===== src/rtl/iota_pkg.sv =====
package iota_pkg;
  typedef enum logic [1:0] {
    ST_IDLE = 2'd0,
    ST_SCAN = 2'd1,
    ST_DONE = 2'd2
  } iota_state_e;
endpackage


===== src/rtl/iota_ctrl.sv =====
module iota_ctrl
  import iota_pkg::*;
#(
  parameter int NUM_ELEM = 64,
  parameter int LEN_W    = 8,
  parameter int CNT_W    = $clog2(NUM_ELEM + 1)
) (
  input  logic             clk,
  input  logic             rst_n,
  input  logic             start_i,
  input  logic [LEN_W-1:0] len_i,
  output logic             start_acc_o,
  output logic             scan_act_o,
  output logic [CNT_W-1:0] pos_o,
  output logic             busy_o,
  output logic             done_o
);
  localparam logic [CNT_W-1:0] ONE     = CNT_W'(1);
  localparam logic [CNT_W-1:0] MAX_LEN = CNT_W'(NUM_ELEM);

  iota_state_e     state_q, state_d;
  logic [CNT_W-1:0] pos_q, pos_d;
  logic [CNT_W-1:0] len_q, len_d;
  logic [CNT_W-1:0] len_eff;
  logic             last_pos;

  // clamp requested length to the element count
  always_comb begin
    if (32'(len_i) > NUM_ELEM) len_eff = MAX_LEN;
    else                       len_eff = CNT_W'(len_i);
  end

  assign start_acc_o = start_i && (state_q == ST_IDLE);
  assign last_pos    = (pos_q == (len_q - ONE));

  always_comb begin
    state_d = state_q;
    pos_d   = pos_q;
    len_d   = len_q;
    unique case (state_q)
      ST_IDLE: begin
        if (start_acc_o) begin
          pos_d   = '0;
          len_d   = len_eff;
          state_d = (len_eff == '0) ? ST_DONE : ST_SCAN;
        end
      end
      ST_SCAN: begin
        pos_d = pos_q + ONE;
        if (last_pos) state_d = ST_DONE;
      end
      ST_DONE: state_d = ST_IDLE;
      default: state_d = ST_IDLE;
    endcase
  end

  always_ff @(posedge clk or negedge rst_n) begin
    if (!rst_n) begin
      state_q <= ST_IDLE;
      pos_q   <= '0;
      len_q   <= '0;
    end else begin
      state_q <= state_d;
      pos_q   <= pos_d;
      len_q   <= len_d;
    end
  end

  assign scan_act_o = (state_q == ST_SCAN);
  assign pos_o      = pos_q;
  assign busy_o     = (state_q != ST_IDLE);
  assign done_o     = (state_q == ST_DONE);
endmodule


===== src/rtl/iota_mask_sel.sv =====
module iota_mask_sel #(
  parameter int NUM_ELEM = 64,
  parameter int CNT_W    = $clog2(NUM_ELEM + 1),
  parameter int IDX_W    = $clog2(NUM_ELEM)
) (
  input  logic                clk,
  input  logic                rst_n,
  input  logic                load_i,
  input  logic [NUM_ELEM-1:0] mask_i,
  input  logic                pol_i,
  input  logic                scan_act_i,
  input  logic [CNT_W-1:0]    pos_i,
  output logic                hit_o
);
  logic [NUM_ELEM-1:0] mask_q, mask_d;
  logic                pol_q, pol_d;
  logic [NUM_ELEM-1:0] match;

  always_comb begin
    mask_d = mask_q;
    pol_d  = pol_q;
    if (load_i) begin
      mask_d = mask_i;
      pol_d  = pol_i;
    end
  end

  always_ff @(posedge clk or negedge rst_n) begin
    if (!rst_n) begin
      mask_q <= '0;
      pol_q  <= 1'b1;
    end else begin
      mask_q <= mask_d;
      pol_q  <= pol_d;
    end
  end

  // per-position polarity match
  for (genvar g = 0; g < NUM_ELEM; g++) begin : g_match
    assign match[g] = ~(mask_q[g] ^ pol_q);
  end

  assign hit_o = scan_act_i && match[pos_i[IDX_W-1:0]];
endmodule


===== src/rtl/iota_offset_acc.sv =====
module iota_offset_acc #(
  parameter int DATA_W = 32
) (
  input  logic              clk,
  input  logic              rst_n,
  input  logic              load_i,
  input  logic [DATA_W-1:0] stride_i,
  input  logic              step_i,
  output logic [DATA_W-1:0] offset_o
);
  logic [DATA_W-1:0] stride_q, stride_d;
  logic [DATA_W-1:0] off_q, off_d;

  always_comb begin
    stride_d = stride_q;
    off_d    = off_q;
    if (load_i) begin
      stride_d = stride_i;
      off_d    = '0;
    end else if (step_i) begin
      off_d = off_q + stride_q;
    end
  end

  always_ff @(posedge clk or negedge rst_n) begin
    if (!rst_n) begin
      stride_q <= '0;
      off_q    <= '0;
    end else begin
      stride_q <= stride_d;
      off_q    <= off_d;
    end
  end

  assign offset_o = off_q;
endmodule


===== src/rtl/iota_pack_cnt.sv =====
module iota_pack_cnt #(
  parameter int NUM_ELEM = 64,
  parameter int CNT_W    = $clog2(NUM_ELEM + 1),
  parameter int IDX_W    = $clog2(NUM_ELEM)
) (
  input  logic             clk,
  input  logic             rst_n,
  input  logic             clear_i,
  input  logic             hit_i,
  output logic [IDX_W-1:0] idx_o,
  output logic [CNT_W-1:0] count_o
);
  localparam logic [CNT_W-1:0] ONE = CNT_W'(1);

  logic [CNT_W-1:0] cnt_q, cnt_d;

  always_comb begin
    cnt_d = cnt_q;
    if (clear_i)    cnt_d = '0;
    else if (hit_i) cnt_d = cnt_q + ONE;
  end

  always_ff @(posedge clk or negedge rst_n) begin
    if (!rst_n) cnt_q <= '0;
    else        cnt_q <= cnt_d;
  end

  assign idx_o   = cnt_q[IDX_W-1:0];
  assign count_o = cnt_q;
endmodule


===== src/rtl/iota_gen.sv =====
module iota_gen #(
  parameter int NUM_ELEM = 64,
  parameter int LEN_W    = 8,
  parameter int DATA_W   = 32,
  localparam int CNT_W   = $clog2(NUM_ELEM + 1),
  localparam int IDX_W   = $clog2(NUM_ELEM)
) (
  input  logic                clk,
  input  logic                rst_n,
  input  logic                start_i,
  input  logic [NUM_ELEM-1:0] mask_i,
  input  logic [LEN_W-1:0]    len_i,
  input  logic [DATA_W-1:0]   stride_i,
  input  logic                pol_i,
  output logic                busy_o,
  output logic                wr_en_o,
  output logic [IDX_W-1:0]    wr_idx_o,
  output logic [DATA_W-1:0]   wr_data_o,
  output logic                done_o,
  output logic [CNT_W-1:0]    count_o
);
  logic             start_acc;
  logic             scan_act;
  logic [CNT_W-1:0] pos;
  logic             hit;

  iota_ctrl #(.NUM_ELEM(NUM_ELEM), .LEN_W(LEN_W), .CNT_W(CNT_W)) u_ctrl (
    .clk(clk), .rst_n(rst_n), .start_i(start_i), .len_i(len_i),
    .start_acc_o(start_acc), .scan_act_o(scan_act), .pos_o(pos),
    .busy_o(busy_o), .done_o(done_o)
  );

  iota_mask_sel #(.NUM_ELEM(NUM_ELEM), .CNT_W(CNT_W), .IDX_W(IDX_W)) u_sel (
    .clk(clk), .rst_n(rst_n), .load_i(start_acc), .mask_i(mask_i),
    .pol_i(pol_i), .scan_act_i(scan_act), .pos_i(pos), .hit_o(hit)
  );

  iota_offset_acc #(.DATA_W(DATA_W)) u_acc (
    .clk(clk), .rst_n(rst_n), .load_i(start_acc), .stride_i(stride_i),
    .step_i(scan_act), .offset_o(wr_data_o)
  );

  iota_pack_cnt #(.NUM_ELEM(NUM_ELEM), .CNT_W(CNT_W), .IDX_W(IDX_W)) u_pack (
    .clk(clk), .rst_n(rst_n), .clear_i(start_acc), .hit_i(hit),
    .idx_o(wr_idx_o), .count_o(count_o)
  );

  assign wr_en_o = hit;
endmodule


===== config.mk =====
export PLATFORM = sky130hd
export DESIGN_NAME = iota_gen
export DESIGN_NICKNAME = d
export VERILOG_FILES = /design/src/rtl/iota_pkg.sv /design/src/rtl/iota_ctrl.sv /design/src/rtl/iota_mask_sel.sv /design/src/rtl/iota_offset_acc.sv /design/src/rtl/iota_pack_cnt.sv /design/src/rtl/iota_gen.sv
export SDC_FILE = /design/constraint.sdc
export NUM_CORES = 1
export LEC_CHECK = 0
export BUFFER_PORTS_ARGS = -buffer_cell sky130_fd_sc_hd__clkbuf_2
export CORE_MARGIN = 4
export CORE_UTILIZATION = 56
export DETAILED_ROUTE_END_ITERATION = 10
export HOLD_SLACK_MARGIN = 0.06
export PLACE_DENSITY = 0.81
export SLEW_MARGIN = 20
export SYNTH_ARGS = -nofsm -noshare
export SYNTH_HDL_FRONTEND = slang
export SYNTH_SLANG_ARGS = --single-unit

===== constraint.sdc =====
create_clock -name clk -period 3.7 [get_ports clk]
set_input_delay 0.37 -clock clk [delete_from_list [all_inputs] [get_ports clk]]
set_output_delay 0.37 -clock clk [all_outputs]
set_load 0.02 [all_outputs]

==> results by group <==
Run status
  – Outcome: complete, no violations

Detailed routing
  – Antenna Violating Nets Remaining: 0
  – Pre-antenna DRT Iters: 5
  – Routed length per instance: roughly 16 µm
  – DRC viols: 0
  – DRT iter0 DRCs: 593
  – Via count: a little under 7k
  – Vias per cell: between 5 and 6
  – Routed Wire Length: 19.3 mm

Synth
  – Top-count cell post-synth: nand2_1
  – Yosys top cell area share: 0.467
  – Synthesized area per cell: 8.98 µm²
  – Leading area contributor after synthesis: dfrtp_1
  – Netlist cell types: 50
  – Register area share after synthesis: 0.470
  – Syn nets: 1044
  – Post-synth EDFFs: 0
  – Primary FF master, synth: dfrtp_1
  – Synth cell count leaders: nand2_1 (334), dfrtp_1 (151), o21ai_1 (47)
  – Synthesized flop and latch total: 152
  – Ys Warns: 0
  – Ranking of synthesized cells by area: dfrtp_1 (47%), nand2_1 (15%), mux4_2 (5.6%), ha_1 (5.3%), xnor2_1 (2.9%)
  – Asr flop ratio synth: 1.00
  – Cell Area, Synth: roughly 8000 µm²
  – Mapped Cells: 901

Floorplanning
  – Initial Util: 0.576
  – Die X: about 130 µm
  – Die Ht: about 130 µm
  – IO Count: 156
  – Core area: around 14000 µm²
  – Die area: between 15000 and 20000 µm²
  – FP Rows: between 40 and 50

STA
  – Max-slew violations: 0
  – Final WS setup: roughly 240 ps
  – Endpoints failing setup: 0
  – Final critical-path required period: 3460 ps
  – RSZ-0062 raised after global routing: no
  – Period utilization: 0.935
  – Rel. slew slack: 0.406
  – Sum Neg Setup Slack: 0 ps
  – Hold Fails Final Rpt: 0
  – Final Skew: around 13 ps
  – Slew @ Worst Pin: approximately 890 ps
  – FMAX: 289 MHz

Pwr
  – Sw frac: 0.439
  – Part of the power in registers: 0.308
  – Clock share of power: 0.167
  – Internal power: approximately 5.9 mW
  – Sw power: roughly 4.6 mW
  – Lkg Pwr: between 4 and 5 nW
  – Worst IR Drop VDD: approximately 0.00054 V
  – Pwr Density: 1100 nW/µm²
  – Combinational Power Share: 0.525

Clock tree
  – CTS buffer count: 17
  – CTS tree: yes
  – Post-CTS setup buffer count: 0
  – H-tree depth: 4
  – Clk_lat worst skew: between 400 and 500 ps
  – CTS root buf: clkbuf_16
  – Clk pin slew, worst setup/hold paths: approximately 70 ps
  – Clock sinks: 152
  – Clock Path Buffers: 2

Setup path
  – CP endpoint kind: primary output
  – Worst endpoint data arrival time: between 3000 and 4000 ps
  – Startpoint Class: flop
  – CP required: 3330 ps
  – Crit Path Class: reg2out
  – Critical path fanouts, max: 21

Layout
  – ANT cells: 0
  – NumNets Final: 1179
  – Area grow syn2layout: 18.6%
  – Post-route cell area: 9600 µm²
  – Share of layout cells above drive strength 1: 0.213
  – Final Util: 0.684

GRT
  – Global Route Usage Sum: 0.240
  – Largest net degree at the start of global routing: 79
  – Antenna violations before repair: 0
  – Gr ovfl total: 0
  – First-pass GRT wire length: approximately 32 mm
  – Vias in the first global route: 6629

Job
  – Max-Cap Viols: 0

Placed design
  – Dpl ws: around 600 ps
  – Placed Area: 8980 µm²
  – DP Wirelength: ~14 mm
  – PortBufs: 155
  – Placer Congestion: 0.873

Hold path
  – Hold Crit Class: in2reg
## per-stage QoR
stage | total power [mW] | instances | hold slack, ps
after floorplan | 7.40 | 901 | 74.4
after global placement | 8.51 | 1196 | 431
after detailed placement | 8.72 | 1196 | 433
after CTS | 10.6 | 1229 | 111
after global routing | 11.4 | 1229 | 114
final | 10.6 | 1229 | 124
## per-layer routing
metal	vias up	wire length (µm)	global-route usage
met5	-	0	0
li1	3337	-	-
met1	3297	8860	0.348
met4	0	224	0.0655
met2	221	8840	0.368
met3	22	1340	0.0546
## worst max-delay path, cell delays in order, from the launching register on
cell and delay (ps):
dfrtp_1 350, buf_4 340, mux4_2 560, mux4_2 480
mux2i_1 180, mux2i_1 160, xor2_2 210, nor2_4 170
clkbuf_2 200
## registers in the layout, summed over array words and instances (netlist names)
name,cells
u_ctrl.state_q,2
u_ctrl.pos_o,7
u_pack.count_o,7
u_sel.pol_q,1
u_acc.offset_o,32
u_sel.mask_q,64
u_acc.stride_q,32
u_ctrl.len_q,7
## power by group through the flow
stage	clock network (mW)	logic [mW]	registers, mW
4_1_cts	1.79	5.55	3.24
3_3_place_gp	0	5.29	3.22
6_report	1.77	5.55	3.26
3_5_place_dp	0	5.46	3.25
2_1_floorplan	0	4.18	3.22
5_1_grt	1.87	6.22	3.34
## final cells by class
| class | instances | area [µm²] |
|---|---|---|
| inverters | 8 | 30.0 |
| multi-input cells | 692 | 4070 |
| fillers | 1118 | 4440 |
| flip-flops and latches | 152 | 3800 |
| clock buffers | 17 | 425 |
| clock inverters | 15 | 176 |
| well taps | 180 | 225 |
| repair buffers | 165 | 872 |
## what timing repair did
item | in CTS | in global routing
hold buffers | 1 | 0
endpoints found under the setup margin | 0 | 1
hold endpoints to repair | 73 | 0
resized for setup | 0 | 1
## final timing paths
kind                              startpoint  depth (start not counted)  slack, ps                 end
max                          u_ctrl.pos_o[0]                          8        240             wr_en_o
min                               mask_i[23]                          3        120    u_sel.mask_q[23]
max reg2reg                u_acc.offset_o[2]                          9        590  u_acc.offset_o[25]
min reg2reg                 u_sel.mask_q[58]                          2        470    u_sel.mask_q[58]
max in group asynchronous              rst_n                          3       2310   u_acc.stride_q[8]
min in group asynchronous              rst_n                          2        520    u_sel.mask_q[26]
## kinds of logic (layout without fill, tap and decap cells)
kind of cell | Yosys count | in the layout | synth area share
muxes | 26 | 26 | 0.0631
and+or+nand+nor | 444 | 444 | 0.226
AOI/OAI and AO/OA | 144 | 144 | 0.109
DFF | 152 | 152 | 0.470
xor gates and xnor gates | 43 | 43 | 0.0465
adders and majority gates | 35 | 35 | 0.0550
buffers and inverters | 57 | 205 | 0.0298
## layout by cell type (no fill, tap or decap), drive strengths merged, types with 4 or more instances in the layout
cell type / n
a21o: 20
clkbuf: 171
ha: 34
nand2: 334
xor2: 16
nor4: 4
and3: 7
nand4: 4
o21ai: 60
mux4: 20
dfrtp: 151
a22o: 4
buf: 10
nand3: 44
mux2i: 6
xnor2: 27
nor2: 26
o21bai: 6
nor3: 8
inv: 19
a21oi: 24
a211oi: 6
o31ai: 4
(Power assumes the default switching activity.)
